## config.mk

```make
export PLATFORM = sky130hd
export DESIGN_NAME = vsb_acq_supervisor
export DESIGN_NICKNAME = d
export VERILOG_FILES = /design/src/rtl/vsb_acq_pkg.sv /design/src/rtl/vsb_acq_datapath.sv /design/src/rtl/vsb_acq_control.sv /design/src/rtl/vsb_acq_supervisor.sv
export SDC_FILE = /design/constraint.sdc
export NUM_CORES = 1
export LEC_CHECK = 0
export BUFFER_PORTS_ARGS = -buffer_cell sky130_fd_sc_hd__buf_2
export CAP_MARGIN = 30
export CORE_MARGIN = 2
export CORE_UTILIZATION = 55
export CTS_CLUSTER_SIZE = 20
export DETAILED_ROUTE_END_ITERATION = 6
export GPL_ROUTABILITY_DRIVEN = 0
export PLACE_DENSITY = 0.79
export SKIP_LAST_GASP = 1
export SYNTH_ARGS = -nofsm -noshare
export SYNTH_HDL_FRONTEND = slang
export SYNTH_HIERARCHICAL = 1
export SYNTH_SLANG_ARGS = --single-unit
```

## constraint.sdc

```tcl
create_clock -name clk -period 6.35 [get_ports clk]
set_clock_uncertainty 0.05 [all_clocks]
set_input_delay 0.3175 -clock clk [delete_from_list [all_inputs] [get_ports clk]]
set_output_delay 0.3175 -clock clk [all_outputs]
set_load 0.005 [all_outputs]
```

## src/rtl/vsb_acq_pkg.sv

```systemverilog
package vsb_acq_pkg;

  localparam int MSE_W  = 16;
  localparam int BYTE_W = 8;
  localparam int ADDR_W = 8;

  localparam logic [ADDR_W-1:0] ADDR_MSE_HI = 8'h01;
  localparam logic [ADDR_W-1:0] ADDR_MSE_LO = 8'h02;
  localparam logic [ADDR_W-1:0] ADDR_STATUS = 8'h03;

  typedef enum logic [1:0] {
    ST_ACQUIRE = 2'd0,
    ST_TRAIN   = 2'd1,
    ST_NORMAL  = 2'd2
  } acqState_e;

  // control -> datapath strobes
  typedef struct packed {
    logic inNormal;
    logic eqRstReq;
    logic locked;
  } ctlStrobe_t;

  // datapath -> control status
  typedef struct packed {
    logic mseBelow;
    logic timerExpired;
  } dpStatus_t;

endpackage

```

## src/rtl/vsb_acq_datapath.sv

```systemverilog
module vsb_acq_datapath
  import vsb_acq_pkg::*;
#(
  parameter int TIMEOUT_CYCLES = 5000000
) (
  input  logic              clk,
  input  logic              rstN,
  input  logic              fieldStrobe,
  input  logic              symEn,
  input  logic [MSE_W-1:0]  mseIn,
  input  logic [MSE_W-1:0]  mseThresh,
  input  logic              regRd,
  input  logic [ADDR_W-1:0] regAddr,
  input  ctlStrobe_t        ctl,
  output dpStatus_t         status,
  output logic              eqRst,
  output logic [BYTE_W-1:0] regData
);

  localparam int TIMER_W = $clog2(TIMEOUT_CYCLES + 1);
  localparam logic [TIMER_W-1:0] TIMER_LAST = TIMER_W'(TIMEOUT_CYCLES);

  logic [MSE_W-1:0]   mseSample;
  logic [BYTE_W-1:0]  loShadow;
  logic [TIMER_W-1:0] excessCnt;
  logic               mseExcess;
  logic               pulsePending;

  // MSE sample, refreshed once per field sync
  always_ff @(posedge clk or negedge rstN) begin
    if (!rstN) begin
      mseSample <= '1;
    end else if (fieldStrobe) begin
      mseSample <= mseIn;
    end
  end

  assign mseExcess       = (mseSample > mseThresh);
  assign status.mseBelow = (mseSample < mseThresh);

  // consecutive-excess timer, active only in normal operation
  always_ff @(posedge clk or negedge rstN) begin
    if (!rstN) begin
      excessCnt <= '0;
    end else if (!ctl.inNormal || !mseExcess) begin
      excessCnt <= '0;
    end else if (excessCnt == TIMER_LAST) begin
      excessCnt <= '0;
    end else begin
      excessCnt <= excessCnt + 1'b1;
    end
  end

  assign status.timerExpired = ctl.inNormal && mseExcess && (excessCnt == TIMER_LAST);

  // one-symbol equalizer restart pulse, aligned to the symbol enable
  always_ff @(posedge clk or negedge rstN) begin
    if (!rstN) begin
      pulsePending <= 1'b0;
      eqRst        <= 1'b0;
    end else begin
      if (ctl.eqRstReq) begin
        pulsePending <= 1'b1;
      end
      if (symEn) begin
        if (pulsePending) begin
          eqRst        <= 1'b1;
          pulsePending <= 1'b0;
        end else begin
          eqRst <= 1'b0;
        end
      end
    end
  end

  // byte-wide read port with coherent MSE pair
  always_ff @(posedge clk or negedge rstN) begin
    if (!rstN) begin
      regData  <= '0;
      loShadow <= '0;
    end else if (regRd) begin
      unique case (regAddr)
        ADDR_MSE_HI: begin
          regData  <= mseSample[MSE_W-1 -: BYTE_W];
          loShadow <= mseSample[BYTE_W-1:0];
        end
        ADDR_MSE_LO: regData <= loShadow;
        ADDR_STATUS: regData <= {{(BYTE_W-1){1'b0}}, ctl.locked};
        default:     regData <= '0;
      endcase
    end
  end

endmodule

```

## src/rtl/vsb_acq_control.sv

```systemverilog
module vsb_acq_control
  import vsb_acq_pkg::*;
(
  input  logic       clk,
  input  logic       rstN,
  input  logic       lockIn,
  input  logic       segLock,
  input  logic       fieldStrobe,
  input  dpStatus_t  status,
  output ctlStrobe_t ctl,
  output logic [1:0] stateOut,
  output logic       backEndRst,
  output logic       eqLocked
);

  acqState_e curState, nextState;
  logic      lockOk;
  logic      beReleased;

  assign lockOk = lockIn && segLock;

  always_comb begin
    nextState = curState;
    if (!lockOk) begin
      nextState = ST_ACQUIRE;
    end else begin
      unique case (curState)
        ST_ACQUIRE: nextState = ST_TRAIN;
        ST_TRAIN:   if (status.mseBelow) nextState = ST_NORMAL;
        ST_NORMAL:  if (status.timerExpired) nextState = ST_TRAIN;
        default:    nextState = ST_ACQUIRE;
      endcase
    end
  end

  always_ff @(posedge clk or negedge rstN) begin
    if (!rstN) begin
      curState <= ST_ACQUIRE;
    end else begin
      curState <= nextState;
    end
  end

  // back-end release waits for the first field boundary inside normal operation
  always_ff @(posedge clk or negedge rstN) begin
    if (!rstN) begin
      beReleased <= 1'b0;
    end else if (curState != ST_NORMAL) begin
      beReleased <= 1'b0;
    end else if (fieldStrobe) begin
      beReleased <= 1'b1;
    end
  end

  assign ctl.inNormal = (curState == ST_NORMAL);
  assign ctl.eqRstReq = (curState == ST_NORMAL) && lockOk && status.timerExpired;
  assign ctl.locked   = (curState == ST_NORMAL);

  assign stateOut   = curState;
  assign backEndRst = (curState != ST_NORMAL) || !beReleased;
  assign eqLocked   = (curState == ST_NORMAL);

endmodule

```

## src/rtl/vsb_acq_supervisor.sv

```systemverilog
module vsb_acq_supervisor
  import vsb_acq_pkg::*;
#(
  parameter int TIMEOUT_CYCLES = 5000000
) (
  input  logic        clk,
  input  logic        rstN,
  input  logic        lockIn,
  input  logic        segLock,
  input  logic        fieldStrobe,
  input  logic        symEn,
  input  logic [15:0] mseIn,
  input  logic [15:0] mseThresh,
  input  logic        regRd,
  input  logic [7:0]  regAddr,
  output logic [1:0]  stateOut,
  output logic        backEndRst,
  output logic        eqRst,
  output logic        eqLocked,
  output logic [7:0]  regData
);

  ctlStrobe_t ctl;
  dpStatus_t  status;

  vsb_acq_control u_ctrl (
    .clk         (clk),
    .rstN        (rstN),
    .lockIn      (lockIn),
    .segLock     (segLock),
    .fieldStrobe (fieldStrobe),
    .status      (status),
    .ctl         (ctl),
    .stateOut    (stateOut),
    .backEndRst  (backEndRst),
    .eqLocked    (eqLocked)
  );

  vsb_acq_datapath #(.TIMEOUT_CYCLES(TIMEOUT_CYCLES)) u_dp (
    .clk         (clk),
    .rstN        (rstN),
    .fieldStrobe (fieldStrobe),
    .symEn       (symEn),
    .mseIn       (mseIn),
    .mseThresh   (mseThresh),
    .regRd       (regRd),
    .regAddr     (regAddr),
    .ctl         (ctl),
    .status      (status),
    .eqRst       (eqRst),
    .regData     (regData)
  );

endmodule

```

==> reports/qor.csv <==
stage,metric,value,unit
timing,"Slew Viols, Final",0,
cts,later-pin clock latency in the skew report,0.34,ns
timing,Tcrit/Tclk final,0.416,
drt,met1 wire length,3100,µm
global_route,GRT overflow,0,
global_route,Total GRT Usage,0.222,
floorplanning,Die Y,80.5,µm
power,Clock power frac,0.412,
finish,fill count,436,
yosys,"Avg Cell Area, Syn",10.7,µm²
timing,setup tns final,0,ns
finish,post-route cell area,3780,µm²
timing,max frequency,0.379,GHz
drt,vias per cell,5.51,
drt,Detail Route Antenna Nets,0,
placement,port buffer count,59,
yosys,sequential area share after synthesis,0.473,
finish,Area Overhead vs Synth,17.3,%
cts,"Reg clk slew, reported paths",0.07,ns
drt,iteration count of the initial detailed-routing pass,4,
power,sequential power share,0.480,
cts,# hold bufs at CTS,0,
critical_path,CP Class,flop to flop,
global_route,initial antenna violation count,0,
finish,layout net count,428,
floorplanning,Die Area,6480,µm²
power,internal power,649,µW
yosys,syn nets,366,
cts,CTS Root Cell,clkbuf_8,
critical_path,Worst Setup End Kind,flop,
finish,proportion of layout cells with a drive suffix above 1,0.345,
run,Max-cap violations,0,
critical_path,crit start category,flop,
power,combinational power share,0.108,
drt,met3 WL,395,µm
yosys,Synth Instances,301,
cts,CTS tree,done,
power,Psw,215,µW
finish,antenna fix cells,0,
yosys,"EDFF count, synth",0,
drt,top layer in use,met4,
cts,CTS Sinks,60,
power,Leakage,1.72,nW
run_status,outcome,completed,
power,"IR drop worst, VDD",167,µV
timing,Slew Limit Headroom,0.506,
cts,# Post-CTS Setup Buffers,0,
power,Net Sw Frac,0.249,
drt,final wirelength,6580,µm
critical_path,Reg2Reg Launch Point,u_dp/mseSample[15],
yosys,synth unique cells,47,
yosys,synth warn,6,
global_route,first-pass GRT wire length,11000,µm
power,PD cells,229,nW/µm²
floorplanning,Initial Utilization,0.578,
yosys,Post-synth top flop,dfrtp_1,
floorplanning,FP Rows,27,
finish,Final Core Density,0.678,
placement,placed cell area,3570,µm²
critical_path,CP max FO,10,
timing,final setup fails,0,
timing,Tmin final,2.64,ns
global_route,pin count of the biggest net entering global routing,61,
floorplanning,CORE AREA,5570,µm²
critical_path,r2r endpoint,u_ctrl/stateOut[0],
placement,Detailed Place HPWL,4920,µm
drt,via count,2426,
critical_path,CP Data Required Time,6.58,ns
worst_hold_path,Worst Hold Class,input port to async pin,
cts,Num CTS Buffers,9,
yosys,synthesized flop and latch total,60,
cts,H-tree Lvls,3,
global_route,vias in the first global route,2340,
floorplanning,Die Wd,80.5,µm
timing,unrepaired setup endpoints after global routing,no,
drt,1st-iter DRT viols,126,
drt,DRC,0,
yosys,asr flop ratio synth,1.00,
critical_path,critical path arrival,2.87,ns
critical_path,reg2reg path depth,8,
drt,met2 WL,3010,µm
cts,number of gates resized after cts,0,
timing,Hold Fails Final Rpt,0,
critical_path,"setup slack, reg-to-reg",3.71,ns
floorplanning,Top Ports,60,
drt,Routed wire per std cell,14.9,µm
timing,worst slew pin tran,0.741,ns
cts,clk buf depth,2,
yosys,Mapped Area,3220,µm²
Yosys cell counts, types with 2 or more instances:
master,n,area share
dfstp_2,16,0.13
nand4_1,8,0.016
nand3_1,18,0.028
nor4_1,2,0.0039
nor2_1,22,0.026
and4_1,3,0.0082
a21oi_1,9,0.014
dfrtp_1,44,0.34
and3_1,5,0.0097
a22o_1,7,0.019
xnor2_1,11,0.030
nand2_1,14,0.016
buf_4,2,0.0047
o21ai_0,11,0.017
clkbuf_1,4,0.0047
a21o_1,2,0.0047
inv_1,29,0.034
mux2_2,24,0.084
xor2_1,10,0.027
nor4b_1,3,0.0082
buf_1,2,0.0023
nor2b_1,3,0.0058
ha_1,18,0.070
nor3_1,11,0.017
flip-flops by register name, summed over array words and instances, names as in the netlist:
signal,flops
u_ctrl/beReleased,1
u_dp/regData,8
u_dp/mseSample,16
u_dp/pulsePending,1
u_ctrl/stateOut,2
u_dp/excessCnt,23
u_dp/loShadow,8
u_dp/eqRst,1
critical path: stages (launching register included):
cell	delay, ns
dfstp_2	0.55
ha_1	0.17
nand4_2	0.21
a2111oi_2	0.53
nor3_2	0.20
nor3_1	0.36
and2b_1	0.24
o22a_1	0.18
nor2_1	0.08
cell families (layout without fill, tap and decap cells):
| group | after synthesis | in the layout | synth area share |
|---|---|---|---|
| XOR/XNOR | 21 | 21 | 0.0571 |
| adder cells (fa/ha/maj) | 18 | 18 | 0.0700 |
| flip-flops | 60 | 60 | 0.473 |
| multiplexers | 25 | 25 | 0.0871 |
| AO/OA/AOI/OAI | 37 | 37 | 0.0836 |
| buffers and inverters | 39 | 106 | 0.0505 |
| AND/OR/NAND/NOR | 101 | 101 | 0.179 |
per-stage QoR:
stage	hold WS, ns	std cells	total power, mW	worst slack (ns)
after floorplan	-0.0281	301	0.476	4.11
after global placement	0.411	423	0.511	3.84
after detailed placement	0.415	424	0.515	3.70
after CTS	0.104	440	0.870	3.74
after global routing	0.118	440	0.903	3.52
final	0.0708	440	0.865	3.71
layout by cell type, fill, tap and decap left out, types with 2 or more instances in the layout:
cell,Yosys,routed
a21o_1,2,2
a21oi_1,9,9
a22o_1,7,7
and3_1,5,5
and4_1,3,3
buf_2,0,59
buf_4,2,2
clkbuf_8,0,11
clkinvlp_4,0,4
dfrtp_1,44,44
dfstp_2,16,16
ha_1,18,18
inv_1,29,29
mux2_2,24,24
nand2_1,14,14
nand3_1,18,18
nand4_1,8,8
nor2_1,22,22
nor2b_1,3,3
nor3_1,11,11
nor4_1,2,2
nor4b_1,3,3
o21ai_0,11,11
xnor2_1,11,11
xor2_1,10,10
cell type report:
type | instances | area [µm²] | area share
Multi-Input combinational cell | 202 | 1540 | 0.406
Sequential cell | 60 | 1520 | 0.403
Inverter | 29 | 109 | 0.0288
Timing Repair Buffer | 61 | 310 | 0.0821
Clock buffer | 11 | 151 | 0.0401
Tap cell | 72 | 90.1 | 0.0238
Clock inverter | 5 | 60.1 | 0.0159
worst max-delay path by stage:
stage / cells after the start / slack, ns / end / from
finish: 8 / 3.71 / u_ctrl/stateOut[0] / u_dp/mseSample[15]
CTS: 8 / 3.74 / u_ctrl/stateOut[0] / u_dp/mseSample[15]
detailed placement: 10 / 3.70 / u_ctrl/stateOut[0] / mseThresh[15]
global placement: 10 / 3.84 / u_ctrl/stateOut[0] / mseThresh[15]
global route: 8 / 3.52 / u_ctrl/stateOut[0] / u_dp/mseSample[11]
floorplan: 8 / 4.11 / u_ctrl/stateOut[0] / u_dp/mseSample[15]
metal layers:
metal,GRT usage,vias to the layer above
li1,-,1187
met1,0.319,1165
met2,0.322,67
met3,0.0663,7
met4,0.0695,0
met5,0,-
power by group through the flow:
stage                     Combinational [mW]  Clock, mW  Sequential, mW
after CTS                             0.0937      0.361           0.415
after global routing                   0.105      0.380           0.417
after global placement                0.0898          0           0.421
final                                 0.0930      0.356           0.415
after floorplan                       0.0583          0           0.418
after detailed placement              0.0928          0           0.422
Power figures use the tool's default switching activity.
